### config.mk
export PLATFORM = sky130hd
export DESIGN_NAME = busSeqTop
export DESIGN_NICKNAME = d
export VERILOG_FILES = /design/src/rtl/busSeqPkg.sv /design/src/rtl/busSeqCtrl.sv /design/src/rtl/busSeqDatapath.sv /design/src/rtl/busSeqTop.sv
export SDC_FILE = /design/constraint.sdc
export NUM_CORES = 1
export LEC_CHECK = 0
export BUFFER_PORTS_ARGS = -buffer_cell sky130_fd_sc_hd__buf_2
export CORE_AREA = 2 2 39 41
export DETAILED_ROUTE_END_ITERATION = 10
export DIE_AREA = 0 0 41 43
export PLACE_DENSITY = 0.64
export REMOVE_ABC_BUFFERS = 1
export SLEW_MARGIN = 20
export SYNTH_ARGS = -nofsm -noshare
export SYNTH_HDL_FRONTEND = slang
export SYNTH_SLANG_ARGS = --single-unit
export TNS_END_PERCENT = 50
### constraint.sdc
create_clock -name clk -period 1.3 [get_ports clk]
set_input_delay 0.26 -clock clk [delete_from_list [all_inputs] [get_ports clk]]
set_output_delay 0.26 -clock clk [all_outputs]
set_load 0.02 [all_outputs]
### src/rtl/busSeqPkg.sv
package busSeqPkg;

  typedef enum logic [1:0] {
    ST_IDLE   = 2'd0,
    ST_STATUS = 2'd1,
    ST_CMD    = 2'd2
  } busState_t;

  typedef struct packed {
    logic startCycle;
    logic enterCmd;
    logic dirSample;
    logic midFirstCmd;
    logic fireCmd;
    logic endCycle;
  } seqStrobe_t;

endpackage

### src/rtl/busSeqCtrl.sv
module busSeqCtrl
  import busSeqPkg::*;
(
  input  logic       clk,
  input  logic       rstN,
  input  logic       cycStart,
  input  logic       cmdHold,
  input  logic       rdy,
  output logic       phase2,
  output seqStrobe_t stb
);

  busState_t state, stateNext;
  logic      ph;
  logic      cmdOn;
  logic      firstCmd;
  logic      stateEnd;
  logic      halfPoint;
  logic      finishing;

  assign stateEnd  = ph;
  assign halfPoint = !ph;
  assign phase2    = ph;

  // a cycle finishes at a state boundary once the command is on and ready is seen
  assign finishing = (state == ST_CMD) && stateEnd && cmdOn && rdy;

  always_comb begin
    stb             = '0;
    stb.startCycle  = stateEnd && cycStart && ((state == ST_IDLE) || finishing);
    stb.endCycle    = finishing;
    stb.enterCmd    = (state == ST_STATUS) && stateEnd;
    stb.dirSample   = (state == ST_STATUS) && halfPoint;
    stb.midFirstCmd = (state == ST_CMD) && firstCmd && halfPoint;
    stb.fireCmd     = (state == ST_CMD) && halfPoint && !cmdOn && !cmdHold;
  end

  always_comb begin
    stateNext = state;
    unique case (state)
      ST_IDLE:   if (stb.startCycle) stateNext = ST_STATUS;
      ST_STATUS: if (stb.enterCmd) stateNext = ST_CMD;
      ST_CMD: begin
        if (finishing) stateNext = cycStart ? ST_STATUS : ST_IDLE;
      end
      default:   stateNext = ST_IDLE;
    endcase
  end

  always_ff @(posedge clk) begin
    if (!rstN) begin
      state    <= ST_IDLE;
      ph       <= 1'b0;
      cmdOn    <= 1'b0;
      firstCmd <= 1'b0;
    end else begin
      state <= stateNext;
      ph    <= !ph;
      if (stb.enterCmd || stb.endCycle) cmdOn <= 1'b0;
      else if (stb.fireCmd)             cmdOn <= 1'b1;
      if (stb.enterCmd)                 firstCmd <= 1'b1;
      else if (stateEnd)                firstCmd <= 1'b0;
    end
  end

endmodule

### src/rtl/busSeqDatapath.sv
module busSeqDatapath
  import busSeqPkg::*;
(
  input  logic       clk,
  input  logic       rstN,
  input  logic       cycWrite,
  input  seqStrobe_t stb,
  output logic       ale,
  output logic       rdCmd,
  output logic       wrCmd,
  output logic       den,
  output logic       dirTx
);

  logic isWrite;

  always_ff @(posedge clk) begin
    if (!rstN) begin
      isWrite <= 1'b0;
      ale     <= 1'b0;
      rdCmd   <= 1'b0;
      wrCmd   <= 1'b0;
      den     <= 1'b0;
      dirTx   <= 1'b0;
    end else begin
      if (stb.startCycle) isWrite <= cycWrite;

      if (stb.startCycle)    ale <= 1'b1;
      else if (stb.enterCmd) ale <= 1'b0;

      // direction moves mid-status, a full clock after any enable has dropped
      if (stb.dirSample) dirTx <= isWrite;

      if (stb.endCycle)                        den <= 1'b0;
      else if (stb.enterCmd && isWrite)        den <= 1'b1;
      else if (stb.midFirstCmd && !isWrite)    den <= 1'b1;

      if (stb.endCycle) begin
        rdCmd <= 1'b0;
        wrCmd <= 1'b0;
      end else if (stb.fireCmd) begin
        rdCmd <= !isWrite;
        wrCmd <= isWrite;
      end
    end
  end

endmodule

### src/rtl/busSeqTop.sv
module busSeqTop
  import busSeqPkg::*;
(
  input  logic clk,
  input  logic rstN,
  input  logic cycStart,
  input  logic cycWrite,
  input  logic cmdHold,
  input  logic rdy,
  output logic phase2,
  output logic ale,
  output logic rdCmd,
  output logic wrCmd,
  output logic den,
  output logic dirTx
);

  seqStrobe_t stb;

  busSeqCtrl u_ctrl (
    .clk      (clk),
    .rstN     (rstN),
    .cycStart (cycStart),
    .cmdHold  (cmdHold),
    .rdy      (rdy),
    .phase2   (phase2),
    .stb      (stb)
  );

  busSeqDatapath u_dp (
    .clk      (clk),
    .rstN     (rstN),
    .cycWrite (cycWrite),
    .stb      (stb),
    .ale      (ale),
    .rdCmd    (rdCmd),
    .wrCmd    (wrCmd),
    .den      (den),
    .dirTx    (dirTx)
  );

endmodule

==> reports/metrics.yaml <==
power.leakage_uw: 0.000222
status: "finished, final reports clean"
fillers: 140
rr_worst_depth: 3
critPathRequiredTime_ns: 1.50
globalRouteTotalUtil_pct: 12.1
placedCellCount: 80
critPathTopFamily: "simple AND/OR/NAND/NOR gates"
firstDrtPassIters: 4
wl_um: 939
async_reset_ff_share_pct: 0
antenna_cells: 0
power.switching_uw: 148
crit_buf_inv: 0
hold_buffers: 0
area_delta_synth_final_pct: 23.9
reg2reg_slack_ns: 0.1
crit_type: "flip-flop to flip-flop"
nets: 75
avgSynthCellArea_um2: 8.59
regArea_um2: 223
rsz0062_at_grt: "no"
post_cts_buffers: 0
slew_headroom_pct: 79.8
timing.rr.start: "u_ctrl.state[1]"
multi_input_area_um2: 214
clockPowerShare_pct: 34.2
arrival_ns: 1.40
grt-ovfl-total: 0
hold_class: "input pin to flip-flop"
cts_resized: 0
sw_frac_of_total_pct: 23.1
core_area_mm2: 0.00138
p_comb_share_pct: 9.7
internal-power_uw: 494
worstHoldPathCells: 3
synthFlopType: "dfxtp_1"
drc_errors: 0
max_stage_delay_ns: 0.51
finalHoldViolations: 0
synth_warnings: 0
r2r_end: "u_dp.isWrite"
cts_tree: "done"
peakVddDrop_mv: 0.456
dp_slack_ns: 0.0550
synth.yosys.seq_area_share_pct: 48.4
pwr-share-seq_pct: 56.0
drive_gt1_share_pct: 27.9
insertion_delay_ns: 0.26
grt_start_max_net_pins: 12
finClkSkew_ns: 0.00179
post-synth-top-count-cell: "dfxtp_1"
cap_violations: 0
grt_first_pass_wirelength_um: 1420
synth_common_cells: "dfxtp_1 (11), a21oi_1 (9), nand2_1 (5)"
min-delay-start: "rstN"
vias: 440
synthCells: 53
crit_path_max_fanout: 7
fin_ws_ns: 0.0992
p_per_area_mw_per_mm2: 1140
first_global_vias: 356
fin_crit_ns: 1.20
synth_top_area_share_pct: 48.4
cts_max_level: 1
initial_core_util_pct: 32.9
dieArea_mm2: 0.00176
final_util_pct: 40.8
yosysTopAreaCell: "dfxtp_1"
row_count: 14
root_buffer: "clkbuf_4"
finalPower_uw: 642
io_buffer_count: 11
cp_slowest_cell: "or4b_1"
clkTransAtPathRegs_ns: 0.06
clock.fmax_ghz: 0.833
fin_cells: 84
cts_inserted_buffers: 3
cts_buffer_depth: 2
synth_edf_count: 0
routabilityCongestion: 0.729
vias_per_cell: 5.24
first_iter_violations: 13
start_kind: "flip-flop"
die_w_um: 41
ant_nets: 0
path_cells: "a21boi_1 -> or4b_1 -> a21oi_1"
ys_ff_latch: 11
top_level_ports: 12
antenna_found_initial: 0
synth.distinct_cells: 21
worst_pin_slew_ns: 0.302
slew_viol_final: 0
cts.sinks: 11
end_kind: "flip-flop"
syn-cell-area_um2: 455
wire_per_inst_um: 11.2
hold_end: "u_ctrl.phase2"
setup_viol_count_final: 0
die_y_um: 43
synth.area.top_cells: "dfxtp_1 (48%), a21oi_1 (9.9%), nand2_1 (4.1%), nand3_1 (3.3%), nor3b_1 (3.3%)"
fin_crit_sh_pct: 92.4
==> state kept, by name, indices dropped and copies added, names as in the netlist <==
| signal | count |
|---|---|
| u_dp.wrCmd | 1 |
| u_dp.rdCmd | 1 |
| u_ctrl.phase2 | 1 |
| u_ctrl.cmdOn | 1 |
| u_dp.isWrite | 1 |
| u_ctrl.state | 2 |
| u_dp.dirTx | 1 |
| u_ctrl.firstCmd | 1 |
| u_dp.den | 1 |
| u_dp.ale | 1 |
==> worst reg2reg max path, cell delays in order (launching register included) <==
cell      delay (ns)
dfxtp_2         0.35
a21boi_1        0.16
or4b_1          0.51
a21oi_1         0.13
==> cell families (layout without fill, tap and decap cells) <==
group                  Yosys count  after routing  share of synthesized area [%]
multiplexers                     1              1                           2.20
AO/OA/AOI/OAI                   15             15                           19.2
AND/OR/NAND/NOR                 21             21                           25.6
flip-flops                      11             11                           48.4
buffers and inverters            5             20                           4.67
==> through the flow <==
stage | hold WS, ns | setup TNS (ns) | area (um2)
finish | 0.329 | 0 | 564
global route | 0.345 | 0 | 564
CTS | 0.330 | 0 | 562
detailed placement | 0.452 | 0 | 536
global placement | 0.448 | 0 | 536
floorplan | 0.440 | -0.108 | 445
==> cells in the final DEF (no fill, tap or decap), types with 2 or more instances in the layout <==
master / netlist / final
clkbuf_4: 0 / 3
a21oi_1: 9 / 9
dfxtp_2: 0 / 2
nor2_1: 2 / 2
buf_2: 2 / 11
nand2b_1: 2 / 2
nor3b_1: 2 / 2
dfxtp_1: 11 / 9
nand2_1: 5 / 5
nand3_1: 3 / 3
nor3_1: 2 / 2
buf_4: 0 / 2
inv_1: 3 / 3
==> power groups by stage <==
stage | registers [uW] | clock network, uW | logic [uW]
2_1_floorplan | 374 | 0 | 26.6
3_3_place_gp | 367 | 0 | 61.6
3_5_place_dp | 367 | 0 | 62.5
4_1_cts | 360 | 227 | 62.9
5_1_grt | 362 | 249 | 69.4
6_report | 360 | 220 | 62.5
==> how the worst max path moves through the flow <==
| stage | slack, ns | startpoint | cells past startpoint | end |
|---|---|---|---|---|
| 6_report | 0.1 | u_ctrl.state[1] | 3 | u_dp.isWrite |
| 5_1_grt | 0.03 | u_ctrl.state[1] | 3 | u_dp.isWrite |
| 4_1_cts | 0.04 | u_ctrl.cmdOn | 3 | u_dp.isWrite |
| 3_5_place_dp | 0.06 | u_ctrl.cmdOn | 3 | u_dp.isWrite |
| 3_3_place_gp | 0.09 | u_ctrl.cmdOn | 3 | u_dp.isWrite |
| 2_1_floorplan | -0.06 | u_ctrl.phase2 | 3 | u_dp.isWrite |
==> layout make-up <==
type | instances | share of cell area [%]
sequential | 11 | 39.5
multi-input combinational | 37 | 37.9
timing repair buffer | 13 | 12.4
clock buffer | 4 | 4.66
tap | 16 | 3.55
inverter | 3 | 2.00
==> per-layer routing <==
metal  part of all wire [%]  track usage (%)
met3                    6.0             3.14
met5                      0                0
met2                     47             16.9
met4                    2.8             8.00
met1                     44             15.5
No activity file was read; power rests on OpenSTA's default activity.
